`config.mk`:
```
export PLATFORM = sky130hd
export DESIGN_NAME = angle_rd_seq
export DESIGN_NICKNAME = d
export VERILOG_FILES = /design/src/rtl/angle_rd_pkg.sv /design/src/rtl/angle_rd_sync.sv /design/src/rtl/angle_rd_ctrl.sv /design/src/rtl/angle_rd_dp.sv /design/src/rtl/angle_rd_seq.sv
export SDC_FILE = /design/constraint.sdc
export NUM_CORES = 1
export LEC_CHECK = 0
export ABC_AREA = 1
export BUFFER_PORTS_ARGS = -buffer_cell sky130_fd_sc_hd__buf_2
export CAP_MARGIN = 20
export CORE_MARGIN = 2
export CORE_UTILIZATION = 30
export CTS_CLUSTER_SIZE = 28
export DETAILED_ROUTE_END_ITERATION = 7
export SYNTH_ARGS = -nofsm -noshare
export SYNTH_HDL_FRONTEND = slang
export SYNTH_HIERARCHICAL = 1
export SYNTH_SLANG_ARGS = --single-unit
export TNS_END_PERCENT = 1
```
`constraint.sdc`:
```
create_clock -name clk -period 2.04 [get_ports clk]
set_input_delay 0.204 -clock clk [delete_from_list [all_inputs] [get_ports clk]]
set_output_delay 0.204 -clock clk [all_outputs]
set_load 0.03 [all_outputs]
```
`src/rtl/angle_rd_pkg.sv`:
```
package angle_rd_pkg;

  typedef enum logic [2:0] {
    ST_IDLE,
    ST_ASSERT_INH,
    ST_WAIT_BUSY_LOW,
    ST_SETTLE,
    ST_CAPTURE,
    ST_RELEASE
  } rdState_t;

  // strobes from control to datapath
  typedef struct packed {
    logic clrSettle;
    logic incSettle;
    logic clrTmo;
    logic incTmo;
    logic capture;
    logic setErr;
    logic clrErr;
  } rdStrobe_t;

endpackage

```
`src/rtl/angle_rd_sync.sv`:
```
module angle_rd_sync #(
  parameter int STAGES = 2
) (
  input  logic clk,
  input  logic rstN,
  input  logic asyncIn,
  output logic syncOut
);

  logic [STAGES-1:0] stageQ;

  generate
    for (genvar i = 0; i < STAGES; i++) begin : g_stage
      if (i == 0) begin : g_first
        always_ff @(posedge clk) begin
          if (!rstN) stageQ[0] <= 1'b0;
          else       stageQ[0] <= asyncIn;
        end
      end else begin : g_next
        always_ff @(posedge clk) begin
          if (!rstN) stageQ[i] <= 1'b0;
          else       stageQ[i] <= stageQ[i-1];
        end
      end
    end
  endgenerate

  assign syncOut = stageQ[STAGES-1];

endmodule

```
`src/rtl/angle_rd_ctrl.sv`:
```
module angle_rd_ctrl
  import angle_rd_pkg::*;
(
  input  logic      clk,
  input  logic      rstN,
  input  logic      readReq,
  input  logic      busySync,
  input  logic      settleDone,
  input  logic      tmoDone,
  output rdStrobe_t stb,
  output logic      inhibitOut
);

  rdState_t stateQ, stateD;
  logic     pendQ, pendD;
  logic     startRd;

  assign startRd = (stateQ == ST_IDLE) && (readReq || pendQ);

  always_comb begin
    stateD = stateQ;
    stb    = '0;
    unique case (stateQ)
      ST_IDLE: begin
        if (startRd) begin
          stb.clrErr = 1'b1;
          stateD     = ST_ASSERT_INH;
        end
      end
      ST_ASSERT_INH: begin
        stb.clrTmo = 1'b1;
        stateD     = ST_WAIT_BUSY_LOW;
      end
      ST_WAIT_BUSY_LOW: begin
        if (!busySync) begin
          stb.clrSettle = 1'b1;
          stateD        = ST_SETTLE;
        end else if (tmoDone) begin
          stb.setErr = 1'b1;
          stateD     = ST_RELEASE;
        end else begin
          stb.incTmo = 1'b1;
        end
      end
      ST_SETTLE: begin
        if (busySync)        stb.clrSettle = 1'b1;
        else if (settleDone) stateD        = ST_CAPTURE;
        else                 stb.incSettle = 1'b1;
      end
      ST_CAPTURE: begin
        stb.capture = 1'b1;
        stateD      = ST_RELEASE;
      end
      ST_RELEASE: stateD = ST_IDLE;
      default:    stateD = ST_IDLE;
    endcase
  end

  // requests seen during a read merge into one pending follow-up
  assign pendD = (pendQ || readReq) && !startRd;

  always_ff @(posedge clk) begin
    if (!rstN) begin
      stateQ <= ST_IDLE;
      pendQ  <= 1'b0;
    end else begin
      stateQ <= stateD;
      pendQ  <= pendD;
    end
  end

  assign inhibitOut = (stateQ == ST_ASSERT_INH) || (stateQ == ST_WAIT_BUSY_LOW) ||
                      (stateQ == ST_SETTLE)     || (stateQ == ST_CAPTURE);


  pend_served_chk: assert property (@(posedge clk) disable iff (!rstN)
    (stateQ == ST_RELEASE && pendQ) |=> ##1 (stateQ == ST_ASSERT_INH));


  settle_entry_chk: assert property (@(posedge clk) disable iff (!rstN)
    (stateQ == ST_CAPTURE) |-> ($past(stateQ) == ST_SETTLE && !$past(busySync)));

endmodule

```
`src/rtl/angle_rd_dp.sv`:
```
module angle_rd_dp
  import angle_rd_pkg::*;
#(
  parameter int ANGLE_W     = 16,
  parameter int SETTLE_CYC  = 24,
  parameter int TIMEOUT_CYC = 400,
  parameter int SYNC_STAGES = 2
) (
  input  logic               clk,
  input  logic               rstN,
  input  logic               busyIn,
  input  logic [ANGLE_W-1:0] angleIn,
  input  rdStrobe_t          stb,
  output logic               busySync,
  output logic               settleDone,
  output logic               tmoDone,
  output logic [ANGLE_W-1:0] wordOut,
  output logic               wordValid,
  output logic               errFlag
);

  localparam int SW = $clog2(SETTLE_CYC + 1);
  localparam int TW = $clog2(TIMEOUT_CYC + 1);
  localparam logic [SW-1:0] SETTLE_LAST = SW'(SETTLE_CYC - 1);
  localparam logic [TW-1:0] TMO_LAST    = TW'(TIMEOUT_CYC - 1);

  logic [SW-1:0] settleCnt;
  logic [TW-1:0] tmoCnt;

  angle_rd_sync #(.STAGES(SYNC_STAGES)) busySync_i (
    .clk     (clk),
    .rstN    (rstN),
    .asyncIn (busyIn),
    .syncOut (busySync)
  );

  always_ff @(posedge clk) begin
    if (!rstN)              settleCnt <= '0;
    else if (stb.clrSettle) settleCnt <= '0;
    else if (stb.incSettle) settleCnt <= settleCnt + 1'b1;
  end

  always_ff @(posedge clk) begin
    if (!rstN)           tmoCnt <= '0;
    else if (stb.clrTmo) tmoCnt <= '0;
    else if (stb.incTmo) tmoCnt <= tmoCnt + 1'b1;
  end

  assign settleDone = (settleCnt == SETTLE_LAST);
  assign tmoDone    = (tmoCnt == TMO_LAST);

  always_ff @(posedge clk) begin
    if (!rstN) begin
      wordOut   <= '0;
      wordValid <= 1'b0;
      errFlag   <= 1'b0;
    end else begin
      wordValid <= stb.capture;
      if (stb.capture) wordOut <= angleIn;
      if (stb.clrErr)      errFlag <= 1'b0;
      else if (stb.setErr) errFlag <= 1'b1;
    end
  end


  valid_pulse_chk: assert property (@(posedge clk) disable iff (!rstN)
    wordValid |=> !wordValid);


  word_match_chk: assert property (@(posedge clk) disable iff (!rstN)
    wordValid |-> (wordOut == $past(angleIn)));


  capture_settled_chk: assert property (@(posedge clk) disable iff (!rstN)
    stb.capture |-> $past(settleDone));


  err_no_valid_chk: assert property (@(posedge clk) disable iff (!rstN)
    $rose(errFlag) |-> (!wordValid && $stable(wordOut)));

endmodule

```
`src/rtl/angle_rd_seq.sv`:
```
module angle_rd_seq
  import angle_rd_pkg::*;
#(
  parameter int ANGLE_W     = 16,
  parameter int SETTLE_CYC  = 24,
  parameter int TIMEOUT_CYC = 400
) (
  input  logic               clk,
  input  logic               rstN,
  input  logic               readReq,
  input  logic               busyIn,
  input  logic [ANGLE_W-1:0] angleIn,
  output logic               inhibitOut,
  output logic [ANGLE_W-1:0] wordOut,
  output logic               wordValid,
  output logic               errFlag
);

  rdStrobe_t stb;
  logic      busySync;
  logic      settleDone;
  logic      tmoDone;

  angle_rd_ctrl ctrl_i (
    .clk        (clk),
    .rstN       (rstN),
    .readReq    (readReq),
    .busySync   (busySync),
    .settleDone (settleDone),
    .tmoDone    (tmoDone),
    .stb        (stb),
    .inhibitOut (inhibitOut)
  );

  angle_rd_dp #(
    .ANGLE_W     (ANGLE_W),
    .SETTLE_CYC  (SETTLE_CYC),
    .TIMEOUT_CYC (TIMEOUT_CYC),
    .SYNC_STAGES (2)
  ) dp_i (
    .clk        (clk),
    .rstN       (rstN),
    .busyIn     (busyIn),
    .angleIn    (angleIn),
    .stb        (stb),
    .busySync   (busySync),
    .settleDone (settleDone),
    .tmoDone    (tmoDone),
    .wordOut    (wordOut),
    .wordValid  (wordValid),
    .errFlag    (errFlag)
  );


  inhibit_end_chk: assert property (@(posedge clk) disable iff (!rstN)
    $fell(inhibitOut) |-> (wordValid || errFlag));


  err_cleared_chk: assert property (@(posedge clk) disable iff (!rstN)
    $rose(inhibitOut) |-> !errFlag);

endmodule

```
==> results.md, run 1 <==
- Outcome: completed
- Antenna violations before repair: 0
- Crit Path Category: reg -> reg
- Slew margin rel.: 66.5%
- R2r setup slk: 0.23 ns
- Highest net fanout along the worst path: 8
- Initial Util: 30.5%
- Deepest clock path buffer count: 2
- Final Power: 2.31 mW
- Clk slew on worst S/H paths: 0.08 ns
- Worst setup path startpoint: dp_i/tmoCnt[0]
- Synthesized area: 1650 um2
- Cell count after synthesis: 223
- Diodes inserted: 0
- Maximum VDD drop: 0.608 mV
- Worst flop-to-flop path startpoint: dp_i/tmoCnt[0]
- Worst EP arrival: 2.00 ns
- DRC: 0
- HP Class: in -> reg
- Worst hold margin: 0.0851 ns
- Share of the synthesized area in the top cell type: 46.1%
- Critical Path End: dp_i/tmoCnt[8]
- CORE AREA: 5410 um2
- Dpl hpwl: 2.37 mm
- PwrDens: 1120 nW/um2
- # IOs: 39
- Ys Warns: 6
- Final RePlAce weighted congestion: 0.829
- Fin. Hold Viols: 0
- Max Cap Violations: 0
- Clk_skew: 0.00612 ns
- Placed cells: 331
- DRT Pass-1 Iters: 4
- Yosys reg bits: 38
- Post-DR wirelength/cell: 9.72 um
- GR Util All Layers: 11.6%
- Vias per cell: 4.42
- Worst reg-to-reg path cell count: 11
- Static Leak: 0.960 nW
- Setup Buffers After CTS: 0
- Number of global-route vias before repair: 1375
- DIE WIDTH: 78.2 um
- H-tree levels: 2
- Register area share after synthesis: 46.1%
- Num CTS Buffers: 5
- Fill cell total of the finished layout: 576
- Avg Inst Size Synth: 7.40 um2
- GRT overflow: 0
- Final Cycle Share: 88.5%
- Initial DRC count: 49
- Crit. End Element: flop
- Slew Viols, Final: 0
- Least-Margin Pin Slew: 0.502 ns
- Row Count: 27
- Final setup viols: 0
- Final ANT Viol Nets: 0
- Reg-to-reg endpoint: dp_i/tmoCnt[8]
- Setup TNS: 0 ns
- Post-Route WL: 3.30 mm
- Via count: 1497
- Area delta synth->final: 25.3%
- Largest net degree at the start of global routing: 24
- Die Area: 6110 um2
- Synth area leader: dfxtp_1
- TritonCTS Sinks: 38
- First-pass GRT wire length: 5.66 mm
- Post-CTS Resized: 0
- Layout cells sized above 1: 25.5%
- Critical Path Start Type: flop
- Worst skew pair latency: 0.29 ns
- Post-Syn Nets: 245
- Unrepaired setup endpoints after global routing: no
- CTS Root Cell: clkbuf_8
- Non-filler instance count after layout: 339
- Die Y: 78.2 um
- Tmin final: 1.81 ns
- Synth area leaders: dfxtp_1 46%, nor2_1 14%, o21ai_0 7.0%
- Max Freq: 554 MHz
- CTS tree: yes
- WP data required: 2.24 ns
- Final #Nets: 288
- Hold_buf cts: 0
- Synth unique cells: 25
- Hold depth: 3
- Port buffer count: 38
==> per-stage QoR <==
stage | worst slack, ns | util (%) | area, um2
3_3_place_gp | 0.315 | 35.6 | 1930
5_1_grt | 0.00698 | 38.3 | 2070
3_5_place_dp | 0.252 | 35.6 | 1930
6_report | 0.234 | 38.3 | 2070
4_1_cts | 0.237 | 38.3 | 2070
2_1_floorplan | 0.435 | - | 1650
==> synth_stat cells <==
| master | number |
|---|---|
| nor4_1 | 1 |
| o21a_1 | 1 |
| nand4_1 | 4 |
| ha_1 | 2 |
| buf_2 | 4 |
| inv_4 | 1 |
| nand2_1 | 25 |
| o21bai_1 | 1 |
| a21oi_2 | 1 |
| nor2_4 | 1 |
| a21oi_1 | 6 |
| nor2_1 | 60 |
| o21ai_0 | 23 |
| nand3_1 | 9 |
| dfxtp_1 | 38 |
| mux2i_1 | 2 |
| nand2_2 | 4 |
| inv_1 | 19 |
| nor2_2 | 5 |
| nor2_8 | 2 |
| inv_2 | 4 |
| o21ai_1 | 1 |
| nor3_2 | 1 |
| nor3_1 | 7 |
| nand3_2 | 1 |
==> registers in the layout (all words and copies together), names as in the netlist <==
| signal | flops |
|---|---|
| dp_i/errFlag | 1 |
| dp_i/wordValid | 1 |
| ctrl_i/pendQ | 1 |
| dp_i/tmoCnt | 9 |
| dp_i/settleCnt | 5 |
| ctrl_i/stateQ | 3 |
| dp_i/busySync_i/stageQ | 1 |
| dp_i/busySync_i/syncOut | 1 |
| dp_i/wordOut | 16 |
==> cells by family after synthesis <==
logic type               synth area share, %
AO/OA/AOI/OAI                           10.5
adder cells (fa/ha/maj)                 1.52
buffers and inverters                   6.82
flip-flops                              46.1
multiplexers                            1.21
AND/OR/NAND/NOR                         33.8
==> cells in the final DEF, fill, tap and decap left out, types with 2 or more instances in the layout <==
| cell type | instances |
|---|---|
| nand3_1 | 9 |
| nor2_1 | 60 |
| nand4_1 | 4 |
| bufinv_16 | 2 |
| mux2i_1 | 2 |
| nand2_1 | 25 |
| inv_1 | 19 |
| clkbuf_8 | 6 |
| dfxtp_1 | 38 |
| ha_1 | 2 |
| buf_4 | 2 |
| inv_2 | 4 |
| nor2_2 | 5 |
| nor3_1 | 7 |
| o21ai_0 | 23 |
| nand2_2 | 4 |
| nor2_8 | 2 |
| a21oi_1 | 6 |
| buf_2 | 38 |
==> area by class of cell <==
type / count / area (um2) / share of cell area [%]
Clock buffer: 6 / 82.6 / 3.99
Clock inverter: 2 / 60.1 / 2.90
Inverter: 24 / 92.6 / 4.48
Multi-Input combinational cell: 157 / 777 / 37.6
Sequential cell: 38 / 761 / 36.8
Tap cell: 72 / 90.1 / 4.36
Timing Repair Buffer: 40 / 205 / 9.92
==> power breakdown <==
part / internal (mW) / switching [mW] / leakage, nW
clock: 0.522 / 0.277 / 0.0714
sequential: 0.817 / 0.0535 / 0.308
combinational: 0.206 / 0.439 / 0.581
==> metal layers <==
| metal | vias to the layer above | global-route usage, % | wire (um) |
|---|---|---|---|
| met5 | - | 0 | 0 |
| met4 | 0 | 4.74 | 55 |
| met3 | 5 | 4.37 | 219 |
| li1 | 800 | - | - |
| met2 | 40 | 18.4 | 1480 |
| met1 | 652 | 14.1 | 1550 |
==> how the worst min path moves through the flow <==
stage                                endpoint  slack, ns  startpoint
global placement    dp_i/busySync_i/stageQ[0]       0.39      busyIn
CTS                 dp_i/busySync_i/stageQ[0]       0.08      busyIn
detailed placement  dp_i/busySync_i/stageQ[0]       0.39      busyIn
finish              dp_i/busySync_i/stageQ[0]       0.09      busyIn
global route        dp_i/busySync_i/stageQ[0]        0.1      busyIn
floorplan           dp_i/busySync_i/stageQ[0]       0.30      busyIn
==> critical path, cell delays in order, from the launching register on <==
cell     delay (ns)
dfxtp_1        0.35
ha_1           0.25
nand2_1        0.08
nor4_1         0.05
inv_1          0.08
nand2_1        0.06
nor2_2         0.31
nand3_1        0.14
nor2_1         0.20
nand3_1        0.10
nand2_1        0.07
nor2_1         0.04
(Power assumes the default switching activity.)
==> inputs of run 2 (changes only) <==
--- a/config.mk
+++ b/config.mk
@@ -5,7 +5,7 @@
 export SDC_FILE = /design/constraint.sdc
 export NUM_CORES = 1
 export LEC_CHECK = 0
-export ABC_AREA = 1
+export ABC_AREA = 0
 export BUFFER_PORTS_ARGS = -buffer_cell sky130_fd_sc_hd__buf_2
 export CAP_MARGIN = 20
 export CORE_MARGIN = 2
==> run 2 against run 1 <==
- register-to-register slack worse by 0.07 ns
- clock skew down 0.0034 ns
- final cell count down 16%
- sequential cell count unchanged
- largest power group unchanged
- worst setup slack worse by 0.073 ns
- fmax down 3.9%
- largest cell class unchanged
- power down 31%
==> results.md, run 2 <==
- Static Leak: 0.811 nW (was 0.960 nW)
- First-pass GRT wire length: 5.05 mm (was 5.66 mm)
- Port buffer count: 38 (unchanged)
- Synth unique cells: 35 (was 25)
- Ys Warns: 6 (unchanged)
- PwrDens: 783 nW/um2 (was 1120 nW/um2)
- Largest net degree at the start of global routing: 25 (was 24)
- Post-Syn Nets: 190 (was 245)
- R2r setup slk: 0.16 ns (was 0.23 ns)
- Via count: 1283 (was 1497)
- Crit. End Element: flop (unchanged)
- WP data required: 2.26 ns (was 2.24 ns)
- Commonest cells after routing, fill and taps aside: 38 x dfxtp_1, 38 x buf_2, 19 x nor2b_1 (was 60 x nor2_1, 38 x dfxtp_1, 38 x buf_2)
- Clk slew on worst S/H paths: 0.07 ns (was 0.08 ns)
- Slew margin rel.: 72.4% (was 66.5%)
- Synth area leaders: dfxtp_1 47%, mux2i_1 11%, nor2b_1 7.3% (was dfxtp_1 46%, nor2_1 14%, o21ai_0 7.0%)
- Worst skew pair latency: 0.28 ns (was 0.29 ns)
- Outcome: completed (unchanged)
- Maximum VDD drop: 0.389 mV (was 0.608 mV)
- Unrepaired setup endpoints after global routing: yes (was no)
- Worst EP arrival: 2.10 ns (was 2.00 ns)
- Hold_buf cts: 0 (unchanged)
- Yosys reg bits: 38 (unchanged)
- Final ANT Viol Nets: 0 (unchanged)
- Initial Util: 31.4% (was 30.5%)
- Dpl hpwl: 2.07 mm (was 2.37 mm)
- Layout cells sized above 1: 28.5% (was 25.5%)
- TritonCTS Sinks: 38 (unchanged)
- Vias per cell: 4.52 (was 4.42)
- Met3 usage in global routing: 2.91% (was 4.37%)
- Register area share after synthesis: 46.8% (was 46.1%)
- DRT Pass-1 Iters: 4 (unchanged)
- Number of global-route vias before repair: 1171 (was 1375)
- Final #Nets: 235 (was 288)
- CTS tree: yes (unchanged)
- Prevailing post-synth register cell: dfxtp_1 (unchanged)
- Synth top cells by count: 38 x dfxtp_1, 19 x nor2b_1, 18 x mux2i_1 (was 60 x nor2_1, 38 x dfxtp_1, 25 x nand2_1)
- Worst hold margin: 0.113 ns (was 0.0851 ns)
- Most flop-heavy register: dp_i/wordOut (unchanged)
- Initial DRC count: 29 (was 49)
- Row Count: 26 (was 27)
- Num CTS Buffers: 5 (unchanged)
- Deepest clock path buffer count: 2 (unchanged)
- H-tree levels: 2 (unchanged)
- Least-Margin Pin Slew: 0.410 ns (was 0.502 ns)
- GR Util met1: 13.7% (was 14.1%)
- Max Freq: 532 MHz (was 554 MHz)
- Fin. Hold Viols: 0 (unchanged)
- Final Cycle Share: 92.1% (was 88.5%)
- Clk_skew: 0.00276 ns (was 0.00612 ns)
- Post-Route WL: 2.95 mm (was 3.30 mm)
- Final core utilization: 39.6% (was 38.3%)
- Critical Path Start Type: flop (unchanged)
- Synth area leader: dfxtp_1 (unchanged)
- Crit Path Category: reg -> reg (unchanged)
- GR Util All Layers: 10.4% (was 11.6%)
- Final setup viols: 0 (unchanged)
- HP Class: in -> reg (unchanged)
- Post-DR wirelength/cell: 10.4 um (was 9.72 um)
- Max Cap Violations: 0 (unchanged)
- Setup TNS: 0 ns (unchanged)
- CTS Root Cell: clkbuf_8 (unchanged)
- Area delta synth->final: 25.8% (was 25.3%)
- Die Y: 77.6 um (was 78.2 um)
- # IOs: 39 (unchanged)
- Most frequent cell after synthesis: dfxtp_1 (was nor2_1)
- Antenna violations before repair: 0 (unchanged)
- GRT Max-Usage Layer: met2 (unchanged)
- Avg Inst Size Synth: 9.68 um2 (was 7.40 um2)
- Share of the synthesized area in the top cell type: 46.8% (was 46.1%)
- GRT overflow: 0 (unchanged)
- Largest registers: dp_i/wordOut x16, dp_i/tmoCnt x9, dp_i/settleCnt x5 (unchanged)
- M2 GR Usage: 15.3% (was 18.4%)
- Synthesized area: 1630 um2 (was 1650 um2)
- Final RePlAce weighted congestion: 0.755 (was 0.829)
- Post-synth ARST share: 0% (unchanged)
- DRC: 0 (unchanged)
- DIE WIDTH: 77.6 um (was 78.2 um)
- Highest net fanout along the worst path: 5 (was 8)
- CORE AREA: 5170 um2 (was 5410 um2)
- Cell count after synthesis: 168 (was 223)
- Number of synthesized flops with an enable pin: 0 (unchanged)
- Die Area: 6030 um2 (was 6110 um2)
- Diodes inserted: 0 (unchanged)
- Slew Viols, Final: 0 (unchanged)
- Max reg flops: 16 (unchanged)
- Tmin final: 1.88 ns (was 1.81 ns)
## run 2: changes by cell type in the layout (fill, tap and decap cells not counted), sizes merged, moves of 4 or more
cell,delta
mux2i,+16
nand3,-10
nand2,-21
xor2,+7
nor2b,+19
o21ai,-18
or3,+4
buf,+6
nor2,-52
nor3,-6
inv,-21
## run 2: final cells by class
type | instances | area, um2
sequential | 38 | 761
inverter | 3 | 11.3
tap | 70 | 87.6
fill | 517 | 3130
clock inverter | 3 | 40.0
multi-input combinational | 119 | 828
clock buffer | 5 | 68.8
timing repair buffer | 46 | 250
## run 2: routing by layer
metal  vias up  wire [um]  share of wire (%)
met5         -          0                  0
met4         0         62                2.1
met3         5        177                6.0
met2        38       1200                 41
met1       573       1510                 51
li1        667          -                  -
## run 2: per-stage QoR
step / power (mW) / area, um2 / cells / setup slack, ns
5_1_grt: 1.70 / 2050 / 284 / -0.00804
6_report: 1.60 / 2050 / 284 / 0.161
4_1_cts: 1.64 / 2040 / 283 / 0.0754
3_5_place_dp: 1.00 / 1930 / 275 / 0.0957
2_1_floorplan: 0.942 / 1630 / 168 / 0.0315
3_3_place_gp: 1.00 / 1930 / 275 / 0.149
## run 2: kinds of logic after synthesis
group	count (synthesis)	synth area share [%]
flip-flops	38	46.8
adder cells (fa/ha/maj)	2	1.54
AND/OR/NAND/NOR	74	26.6
multiplexers	18	11.1
XOR/XNOR	9	4.85
AO/OA/AOI/OAI	16	5.92
buffers and inverters	11	3.23
## run 2: final timing paths
check,from,end,cells after the start
worst max-delay path,dp_i/tmoCnt[0],dp_i/tmoCnt[8],7
worst min register to register,dp_i/busySync_i/stageQ[0],dp_i/busySync_i/syncOut,1
worst max register to register,dp_i/tmoCnt[0],dp_i/tmoCnt[8],7
worst min-delay path,busyIn,dp_i/busySync_i/stageQ[0],2
## run 2: power breakdown
group          switching, mW  total (mW)  internal, mW
Combinational          0.114       0.201        0.0866
Sequential            0.0222       0.785         0.763
Clock                  0.257       0.616         0.360
Total                  0.393        1.60          1.21
## run 2: repair_timing
item	4_1_cts	5_1_grt
resized for setup	0	1
setup endpoints to repair	0	5
setup buffers	0	1
## run 2: worst max-delay path, cell delays in order (launching register included)
cell and delay [ns]:
dfxtp_1 0.34, ha_2 0.21, nand4_1 0.09, nor4_1 0.06, nor4b_2 0.39, nand4_2 0.21, or3_1 0.38, a21oi_1 0.14
